### config.mk
export PLATFORM = sky130hd
export DESIGN_NAME = cellguard_ctrl
export DESIGN_NICKNAME = d
export VERILOG_FILES = /design/src/rtl/cellguard_pkg.sv /design/src/rtl/cg_qual_timer.sv /design/src/rtl/cg_regs.sv /design/src/rtl/cg_mode_fsm.sv /design/src/rtl/cellguard_ctrl.sv
export SDC_FILE = /design/constraint.sdc
export NUM_CORES = 1
export LEC_CHECK = 0
export ABC_AREA = 1
export ABC_CLOCK_PERIOD_IN_PS = 1050
export BUFFER_PORTS_ARGS = -buffer_cell sky130_fd_sc_hd__clkbuf_2
export CAP_MARGIN = 5
export CORE_MARGIN = 2
export CORE_UTILIZATION = 51
export CTS_BUF_LIST = sky130_fd_sc_hd__clkbuf_8
export CTS_CLUSTER_DIAMETER = 200
export DETAILED_ROUTE_END_ITERATION = 8
export GPL_ROUTABILITY_DRIVEN = 0
export PLACE_DENSITY = 0.74
export SLEW_MARGIN = 10
export SYNTH_ARGS = -nofsm -noshare
export SYNTH_HDL_FRONTEND = slang
export SYNTH_SLANG_ARGS = --single-unit
### constraint.sdc
create_clock -name clk -period 1.05 [get_ports clk]
set_input_delay 0.105 -clock clk [delete_from_list [all_inputs] [get_ports clk]]
set_output_delay 0.105 -clock clk [all_outputs]
set_load 0.02 [all_outputs]
### src/rtl/cellguard_pkg.sv
package cellguard_pkg;
    typedef enum logic [1:0] {
        ST_ACTIVE  = 2'd0,
        ST_OV_LOCK = 2'd1,
        ST_SLEEP   = 2'd2
    } mode_t;

    localparam int NUM_COND = 5;
    localparam int C_OV  = 0;
    localparam int C_UV  = 1;
    localparam int C_OC  = 2;
    localparam int C_SC  = 3;
    localparam int C_SLP = 4;

    localparam int WR_W = 4;
    localparam int RD_W = 5;

    localparam int ST_B_OV    = 0;
    localparam int ST_B_UV    = 1;
    localparam int ST_B_OC    = 2;
    localparam int ST_B_SC    = 3;
    localparam int ST_B_SLEEP = 4;
    localparam int CT_B_DE    = 0;
    localparam int CT_B_CE    = 1;

    localparam logic ADDR_STAT = 1'b0;
    localparam logic ADDR_CTRL = 1'b1;
endpackage

### src/rtl/cg_qual_timer.sv
module cg_qual_timer #(
    parameter int LIMIT = 4,
    parameter int CW    = $clog2(LIMIT + 1)
) (
    input  logic clk,
    input  logic rst_n,
    input  logic tick,
    input  logic cond,
    output logic qual
);
    localparam logic [CW-1:0] TERM = CW'(LIMIT);

    logic [CW-1:0] cnt;

    always_ff @(posedge clk or negedge rst_n) begin
        if (!rst_n) begin
            cnt <= '0;
        end else if (!cond) begin
            cnt <= '0;
        end else if (tick && (cnt != TERM)) begin
            cnt <= cnt + 1'b1;
        end
    end

    assign qual = cond && (cnt == TERM);

    AST_NO_OVERFLOW: assert property (@(posedge clk) disable iff (!rst_n)
        cnt <= TERM);
    AST_RESTART_ON_DROP: assert property (@(posedge clk) disable iff (!rst_n)
        !cond |=> (cnt == '0));
endmodule

### src/rtl/cg_regs.sv
module cg_regs
    import cellguard_pkg::*;
(
    input  logic                clk,
    input  logic                rst_n,
    input  logic                reg_wr,
    input  logic                reg_addr,
    input  logic [WR_W-1:0]     reg_wdata,
    input  logic [NUM_COND-1:0] qual,
    input  logic                oc_raw,
    input  logic                sc_raw,
    input  logic                wake_pulse,
    input  logic                in_sleep,
    output logic                ov_f,
    output logic                uv_f,
    output logic                oc_f,
    output logic                sc_f,
    output logic                de_bit,
    output logic                ce_bit,
    output logic [RD_W-1:0]     reg_rdata
);
    logic stat_wr;
    logic ctrl_wr;

    assign stat_wr = reg_wr && (reg_addr == ADDR_STAT);
    assign ctrl_wr = reg_wr && (reg_addr == ADDR_CTRL);

    always_ff @(posedge clk or negedge rst_n) begin
        if (!rst_n) begin
            ov_f <= 1'b0;
            uv_f <= 1'b0;
            oc_f <= 1'b0;
            sc_f <= 1'b0;
        end else begin
            if (qual[C_OV])                          ov_f <= 1'b1;
            else if (stat_wr && reg_wdata[ST_B_OV])  ov_f <= 1'b0;
            if (qual[C_UV])                          uv_f <= 1'b1;
            else if (stat_wr && reg_wdata[ST_B_UV])  uv_f <= 1'b0;
            if (qual[C_OC])                                    oc_f <= 1'b1;
            else if (stat_wr && reg_wdata[ST_B_OC] && !oc_raw) oc_f <= 1'b0;
            if (qual[C_SC])                                    sc_f <= 1'b1;
            else if (stat_wr && reg_wdata[ST_B_SC] && !sc_raw) sc_f <= 1'b0;
        end
    end

    always_ff @(posedge clk or negedge rst_n) begin
        if (!rst_n) begin
            de_bit <= 1'b1;
            ce_bit <= 1'b1;
        end else begin
            if (wake_pulse)   de_bit <= 1'b1;
            else if (ctrl_wr) de_bit <= reg_wdata[CT_B_DE];
            if (ctrl_wr)      ce_bit <= reg_wdata[CT_B_CE];
        end
    end

    always_comb begin
        reg_rdata = '0;
        if (reg_addr == ADDR_STAT) begin
            reg_rdata[ST_B_OV]    = ov_f;
            reg_rdata[ST_B_UV]    = uv_f;
            reg_rdata[ST_B_OC]    = oc_f;
            reg_rdata[ST_B_SC]    = sc_f;
            reg_rdata[ST_B_SLEEP] = in_sleep;
        end else begin
            reg_rdata[CT_B_DE] = de_bit;
            reg_rdata[CT_B_CE] = ce_bit;
        end
    end

    AST_DE_AFTER_WAKE: assert property (@(posedge clk) disable iff (!rst_n)
        wake_pulse |=> de_bit);
    AST_OC_LATCH_HOLDS: assert property (@(posedge clk) disable iff (!rst_n)
        (oc_f && oc_raw) |=> oc_f);
endmodule

### src/rtl/cg_mode_fsm.sv
module cg_mode_fsm
    import cellguard_pkg::*;
(
    input  logic clk,
    input  logic rst_n,
    input  logic ov_q,
    input  logic uv_q,
    input  logic slp_q,
    input  logic chg_ok,
    input  logic uv_raw,
    input  logic sleep_req,
    input  logic de_bit,
    input  logic ce_bit,
    input  logic oc_f,
    input  logic sc_f,
    output logic chg_fet_n,
    output logic dsg_fet_n,
    output logic recov_en,
    output logic in_sleep,
    output logic wake_pulse
);
    mode_t state;
    mode_t nxt;

    always_comb begin
        nxt = state;
        unique case (state)
            ST_ACTIVE: begin
                if (uv_q || slp_q) nxt = ST_SLEEP;
                else if (ov_q)     nxt = ST_OV_LOCK;
            end
            ST_OV_LOCK: begin
                if (uv_q || slp_q) nxt = ST_SLEEP;
                else if (chg_ok)   nxt = ST_ACTIVE;
            end
            ST_SLEEP: begin
                if (!sleep_req && !uv_raw) nxt = ST_ACTIVE;
            end
            default: nxt = ST_ACTIVE;
        endcase
    end

    always_ff @(posedge clk or negedge rst_n) begin
        if (!rst_n) state <= ST_ACTIVE;
        else        state <= nxt;
    end

    always_comb begin
        in_sleep   = (state == ST_SLEEP);
        recov_en   = (state == ST_SLEEP);
        wake_pulse = (state == ST_SLEEP) && (nxt == ST_ACTIVE);
        chg_fet_n  = !((state == ST_ACTIVE) && ce_bit);
        dsg_fet_n  = !((state != ST_SLEEP) && de_bit && !oc_f && !sc_f);
    end

    AST_SLEEP_FETS_OFF: assert property (@(posedge clk) disable iff (!rst_n)
        (state == ST_SLEEP) |-> (chg_fet_n && dsg_fet_n));
    AST_UV_TO_SLEEP: assert property (@(posedge clk) disable iff (!rst_n)
        ((state == ST_ACTIVE) && uv_q) |=> (state == ST_SLEEP));
    AST_OV_LOCK_HOLDS: assert property (@(posedge clk) disable iff (!rst_n)
        ((state == ST_OV_LOCK) && !chg_ok && !uv_q && !slp_q) |=> (state == ST_OV_LOCK));
    AST_DE_CUTS_DSG: assert property (@(posedge clk) disable iff (!rst_n)
        !de_bit |-> dsg_fet_n);
endmodule

### src/rtl/cellguard_ctrl.sv
module cellguard_ctrl
    import cellguard_pkg::*;
#(
    parameter int OV_DLY  = 4,
    parameter int UV_DLY  = 6,
    parameter int OC_DLY  = 3,
    parameter int SC_DLY  = 1,
    parameter int SLP_DLY = 5
) (
    input  logic            clk,
    input  logic            rst_n,
    input  logic            tick,
    input  logic            ov_cmp,
    input  logic            chg_ok_cmp,
    input  logic            uv_cmp,
    input  logic            oc_cmp,
    input  logic            sc_cmp,
    input  logic            sleep_req,
    input  logic            reg_wr,
    input  logic            reg_addr,
    input  logic [WR_W-1:0] reg_wdata,
    output logic [RD_W-1:0] reg_rdata,
    output logic            chg_fet_n,
    output logic            dsg_fet_n,
    output logic            recov_en
);
    localparam int LIMS [NUM_COND] = '{OV_DLY, UV_DLY, OC_DLY, SC_DLY, SLP_DLY};

    logic [NUM_COND-1:0] raw;
    logic [NUM_COND-1:0] qual;
    logic ov_f, uv_f, oc_f, sc_f, de_bit, ce_bit, in_sleep, wake_pulse;

    always_comb begin
        raw        = '0;
        raw[C_OV]  = ov_cmp;
        raw[C_UV]  = uv_cmp;
        raw[C_OC]  = oc_cmp;
        raw[C_SC]  = sc_cmp;
        raw[C_SLP] = sleep_req;
    end

    for (genvar g = 0; g < NUM_COND; g++) begin : g_qual
        cg_qual_timer #(.LIMIT(LIMS[g])) u_tmr (
            .clk (clk),
            .rst_n (rst_n),
            .tick (tick),
            .cond (raw[g]),
            .qual (qual[g])
        );
    end

    cg_regs u_regs (
        .clk (clk), .rst_n (rst_n),
        .reg_wr (reg_wr), .reg_addr (reg_addr), .reg_wdata (reg_wdata),
        .qual (qual), .oc_raw (oc_cmp), .sc_raw (sc_cmp),
        .wake_pulse (wake_pulse), .in_sleep (in_sleep),
        .ov_f (ov_f), .uv_f (uv_f), .oc_f (oc_f), .sc_f (sc_f),
        .de_bit (de_bit), .ce_bit (ce_bit), .reg_rdata (reg_rdata)
    );

    cg_mode_fsm u_fsm (
        .clk (clk), .rst_n (rst_n),
        .ov_q (qual[C_OV]), .uv_q (qual[C_UV]), .slp_q (qual[C_SLP]),
        .chg_ok (chg_ok_cmp), .uv_raw (uv_cmp), .sleep_req (sleep_req),
        .de_bit (de_bit), .ce_bit (ce_bit), .oc_f (oc_f), .sc_f (sc_f),
        .chg_fet_n (chg_fet_n), .dsg_fet_n (dsg_fet_n), .recov_en (recov_en),
        .in_sleep (in_sleep), .wake_pulse (wake_pulse)
    );

    AST_SC_FASTER: assert property (@(posedge clk) disable iff (!rst_n)
        SC_DLY < OC_DLY);
endmodule

# --- Word-level counts from Yosys, hierarchy flattened ---
# Cells that the tools add are included.
# W data, S select, Z words.
word_totals:
  output_inout_bits: 8
  ff_bits: 20
op_classes:
  mux: 28
  bitwise_logic: 2
  n_eq_ne: 16
  n_reduce_logical: 40
  add_sub_neg: 5
op_table:
  columns: ["operator", "n"]
  rows:
  - ["$logic_and A1 B1 Y1", 24]
  - ["$mux W3", 7]
  - ["$mux W2", 8]
  - ["$mux W1", 12]
  - ["$ne A2 B1 Y1 const B", 5]
  - ["$reduce_bool A2 Y1", 5]
  - ["$add A3 B1 Y3 const B", 3]
  - ["$eq A3 B3 Y1 const B", 3]
  - ["$ne A3 B3 Y1 const B", 3]
  - ["$logic_not A1 Y1", 8]
  - ["$pmux W2 S3", 1]
  - ["$eq A2 B2 Y1 const B", 2]
  - ["$logic_not A2 Y1", 2]
  - ["$ne A2 B2 Y1 const B", 2]
  - ["$add A2 B1 Y2 const B", 1]
  - ["$eq A2 B1 Y1 const B", 1]
  - ["$not A1 Y1", 2]
  - ["$add A1 B1 Y1 const B", 1]
  - ["$logic_or A1 B1 Y1", 1]

# --- Depth between registers and ports, before layout ---
depth:
  word_depth: 8
  mapped_depth: 7
  ltp_nobuf: 7

# --- By module ---
# A second synthesis with hierarchy kept.
hier_totals:
  hier_cells: 173
  area_unflattened_um2: 1219.9
modules_own_cells:
  columns: ["mod", "instances", "area_per_inst_um2", "cells_each"]
  rows:
  - ["cg_qual_timer at g_qual[0].u_tmr ...", 2, 191.4, 26]
  - ["cg_regs", 1, 335.3, 49]
  - ["cg_qual_timer at g_qual[4].u_tmr", 1, 195.2, 27]
  - ["cg_mode_fsm", 1, 152.6, 26]
  - ["cg_qual_timer at g_qual[2].u_tmr", 1, 113.9, 14]
  - ["cg_qual_timer at g_qual[3].u_tmr", 1, 40.0, 5]

# --- Worst setup path after synthesis ---
# OpenSTA, ideal clock, no wires.
synth_path:
  path_type: "register to output"
  startpoint: "reg u_fsm.state[0]"
  endpoint: "out reg_rdata[4]"
  required_time_ns: 0.945
  t_arrival_ns: 1.019
  setup_slack_ns: -0.074
  path_stages_with_launch: 4
  path_cell_list: "dfrtp_1 nor2_2 inv_1 nor2_1"
synth_between:
  elab_chain_len: 2
synth_rtl:
  columns: ["element", "line_no", "rtl"]
  rows:
  - ["start: declaration", "cg_mode_fsm.sv:22", "mode_t state;"]
  - ["start signal: assignment", "cg_mode_fsm.sv:45", "else state <= nxt;"]
  - ["$eq A2 B2 Y1", null, null]
  - ["via recov_en", "cellguard_ctrl.sv:25", "output logic recov_en"]
  - ["$mux W3", "cg_regs.sv:59", "if (reg_addr == ADDR_STAT) begin"]
  - ["end: declaration", "cellguard_ctrl.sv:22", "output logic [RD_W-1:0] reg_rdata,"]
# The timed path passes the listed nets, and every way through them passes these cells.

# --- Worst setup path after layout ---
layout_path:
  startpoint: "reg u_fsm.state[1]"
  endpoint: "out reg_rdata[4]"
layout_between:
  elab_chain_len: 2
layout_rtl:
  columns: ["element", "line_no", "rtl"]
  rows:
  - ["$eq A2 B2 Y1", "cg_mode_fsm.sv:49", "in_sleep = (state == ST_SLEEP);"]
  - ["$mux W3", "cg_regs.sv:59", null]
# Every way passes these cells.

==> results.md <==
- Rel. slew slack: 66.8%
- Startpoint types: flop
- IO Count: 23
- DP Wirelength: 1.77 mm
- Clk sinks: 20
- Htree depth: 1
- Hold_ws: 69.5 ps
- Part of the power in the clock network: 30.3%
- Syn Std Cell Area: 0.00115 mm2
- Syn Area/Cell: 7.89 um2
- EDFF count, synth: 0
- Worst Path Buf+Inv: 3
- DR vias/cell: 5.26
- Sequential element share of the synthesized area: 43.6%
- Die W: 51.5 um
- Number of hold violations in the final report: 0
- Clock buffer depth: 2
- Initial Util: 53.1%
- Period utilization: 116%
- Final core occ: 79.2%
- Core ar.: 0.00217 mm2
- HP Class: in -> reg
- Hold path start: sc_cmp
- Finished Cell Area: 0.00172 mm2
- Fraction of layout cells with a size suffix above 1: 52.7%
- # DRC: 0
- Slowest Stage Delay on Critical Path: 380 ps
- DRT antenna net count: 0
- Input/output buffers: 22
- Overflow after GRT: 0
- DIE HEIGHT: 51.5 um
- NetSw: 579 uW
- Final wirelength: 3.07 mm
- Worst-path clk slew: 70 ps
- Syn_nets: 168
- Peak supply drop: 0.918 mV
- Synth unique cells: 19
- DR iter-0 viols: 14
- Reg-to-Reg Start: g_qual[0].u_tmr.cnt[0]
- Setup ws final: -165 ps
- Largest net degree at the start of global routing: 21
- Status: finished with violations
- Clk_skew: 1.30 ps
- Main synth FF type: dfrtp_1
- First-pass iteration count of the detailed router: 4
- Routing usage on met1: 24.8%
- Final Critical Period: 1220 ps
- Most Frequent Cell on Critical Path: inv_2
- Worst r2r path cells: 6
- Hold Crit Depth: 2
- Global-route wire length before repair: 4.41 mm
- DIE AREA: 0.00266 mm2
- GR Layer Usage met3: 5.17%
- Initial antenna violation count: 0
- Number of global-route vias before repair: 1080
- Failing checks: setup timing
- RSZ-0062 raised after global routing: yes
- Internal: 1410 uW
- CP cell instances: inv_2, nor2_4, inv_2, nor2_2, clkbuf_8
- Yosys warning count: 0
- Fin cells: 216
- Sw Ratio: 29.2%
- Critical Path AT: 1110 ps
- R2R Path End: u_fsm.state[0]
- Crit Path Category: reg -> out
- Total number of vias: 1137
- Comb pwr share: 25.4%
- Crit. End Element: output pin
- GRT Util Overall: 22.9%
- Synthesized flop and latch total: 20
- Avg WL per Cell: 14.2 um
- Num CTS Buffers: 3
- Peak Freq: 823 MHz
- R2r setup slk: -60 ps
- WHS Endpoint: g_qual[3].u_tmr.cnt
- Cell family with most CP delay: flip-flops
- Met2 usage: 40.0%
- CTS Root Cell: clkbuf_8
- Slowest cell on crit path: dfrtp_1
- Area Growth Syn to Fin: 49.1%
- Top Usage Layer GRT: met2
- Fin. max-slew vios: 0
- # setup viols final: 10
- # diodes: 0
- Syn Inst Count: 146
- Sequential power share: 44.3%
- PD cells: 1160 mW/mm2
- Max cap viols: 0
- Leak pwr: 0.000870 uW
- Placed cell count: 201
- Post-synthesis async set-or-reset flop share: 100%
- Worst-Margin Slew: 499 ps
- Area after DPL: 0.00134 mm2
- Crit Path Max Fanout: 2
- CTS tree: built
- Clk Latency, worst-skew pair: 260 ps
- Nets: 211
- Num rows: 17
- Worst EP required: 940 ps
## power groups by stage
stage | combinational [uW] | clock, uW | sequential, uW
floorplan | 202 | 0 | 882
CTS | 387 | 615 | 870
finish | 505 | 601 | 880
global route | 555 | 640 | 888
detailed placement | 341 | 0 | 886
global placement | 328 | 0 | 883
## worst register-to-register path, stage by stage, from the launching register on
cell     delay [ps]
dfrtp_1         410
inv_2            90
ha_4            160
nand3_2          80
nor2_2          130
nor2_1           60
nor2_1          120
## placed cells by master, fill, tap and decap left out, types with 5 or more instances in the layout
master / n
buf_4: 17
clkbuf_2: 14
clkbuf_8: 8
dfrtp_1: 17
ha_4: 5
inv_1: 16
inv_2: 10
nand2_1: 21
nand2_2: 5
nand3_1: 9
nand3_2: 13
nand4_1: 5
nor2_1: 11
nor2_2: 5
o21ai_2: 6
## logic make-up after synthesis
family / synth area share (%)
compound gates: 8.03
fa+ha+maj: 7.60
buf+inv: 10.2
flops: 43.6
simple gates: 30.5
## metrics by stage
stage | power (uW) | setup slack (ps) | setup TNS (ps)
final | 1990 | -165 | -1060
after global routing | 2080 | -208 | -1670
after CTS | 1870 | -147 | -826
after detailed placement | 1230 | -55.6 | -162
after global placement | 1210 | -0.531 | -0.531
after floorplan | 1080 | 1.66 | 0
## worst max-delay path by stage
stage                            from                     end  slack (ps)  cells after the start
2_1_floorplan          u_fsm.state[0]            reg_rdata[4]           2                      3
3_3_place_gp   g_qual[1].u_tmr.cnt[0]  g_qual[1].u_tmr.cnt[1]        -0.5                      6
3_5_place_dp   g_qual[1].u_tmr.cnt[0]  g_qual[1].u_tmr.cnt[1]         -60                      6
4_1_cts                 u_regs.de_bit            reg_rdata[0]        -150                      3
5_1_grt                u_fsm.state[1]            reg_rdata[4]        -210                      5
6_report               u_fsm.state[1]            reg_rdata[4]        -170                      5
## registers in the layout, summed over array words and instances, names as in the netlist
name,flops
u_regs.ov_f,1
u_regs.de_bit,1
u_regs.oc_f,1
u_regs.sc_f,1
g_qual.u_tmr.cnt,12
u_regs.ce_bit,1
u_regs.uv_f,1
u_fsm.state,2
## what timing repair did
item,4_1_cts,5_1_grt
hold buffers,1,0
pin swaps,5,18
setup buffers,6,4
setup endpoints to repair,17,21
hold endpoints to repair,18,0
gates resized for setup,20,49
cloned,0,0
## cell usage after synthesis (2+ instances only)
master	n	area share, %
a21oi_1	2	0.87
dfrtp_1	18	39
o21ai_1	2	0.87
o21ai_2	4	3.0
nor2_2	3	1.6
nand2_1	29	9.4
inv_1	25	8.1
dfstp_2	2	4.6
inv_2	2	0.65
o21ai_0	6	2.6
nand4_1	5	2.7
nand3_1	18	7.8
ha_1	7	7.6
nor2_1	15	4.9
nand3_2	4	3.5
## cell type report
class,instances,area (um2)
clock buffers,4,55.1
multi-input cells,97,712
well taps,28,35.0
repair buffers,40,308
inverters,27,104
fillers,139,452
flip-flops and latches,20,504
## routing by layer
metal | vias to the layer above | part of all wire [%]
li1 | 548 | -
met1 | 541 | 40
met2 | 37 | 51
met3 | 11 | 4.8
met4 | 0 | 3.6
met5 | - | 0
Power figures use the tool's default switching activity.
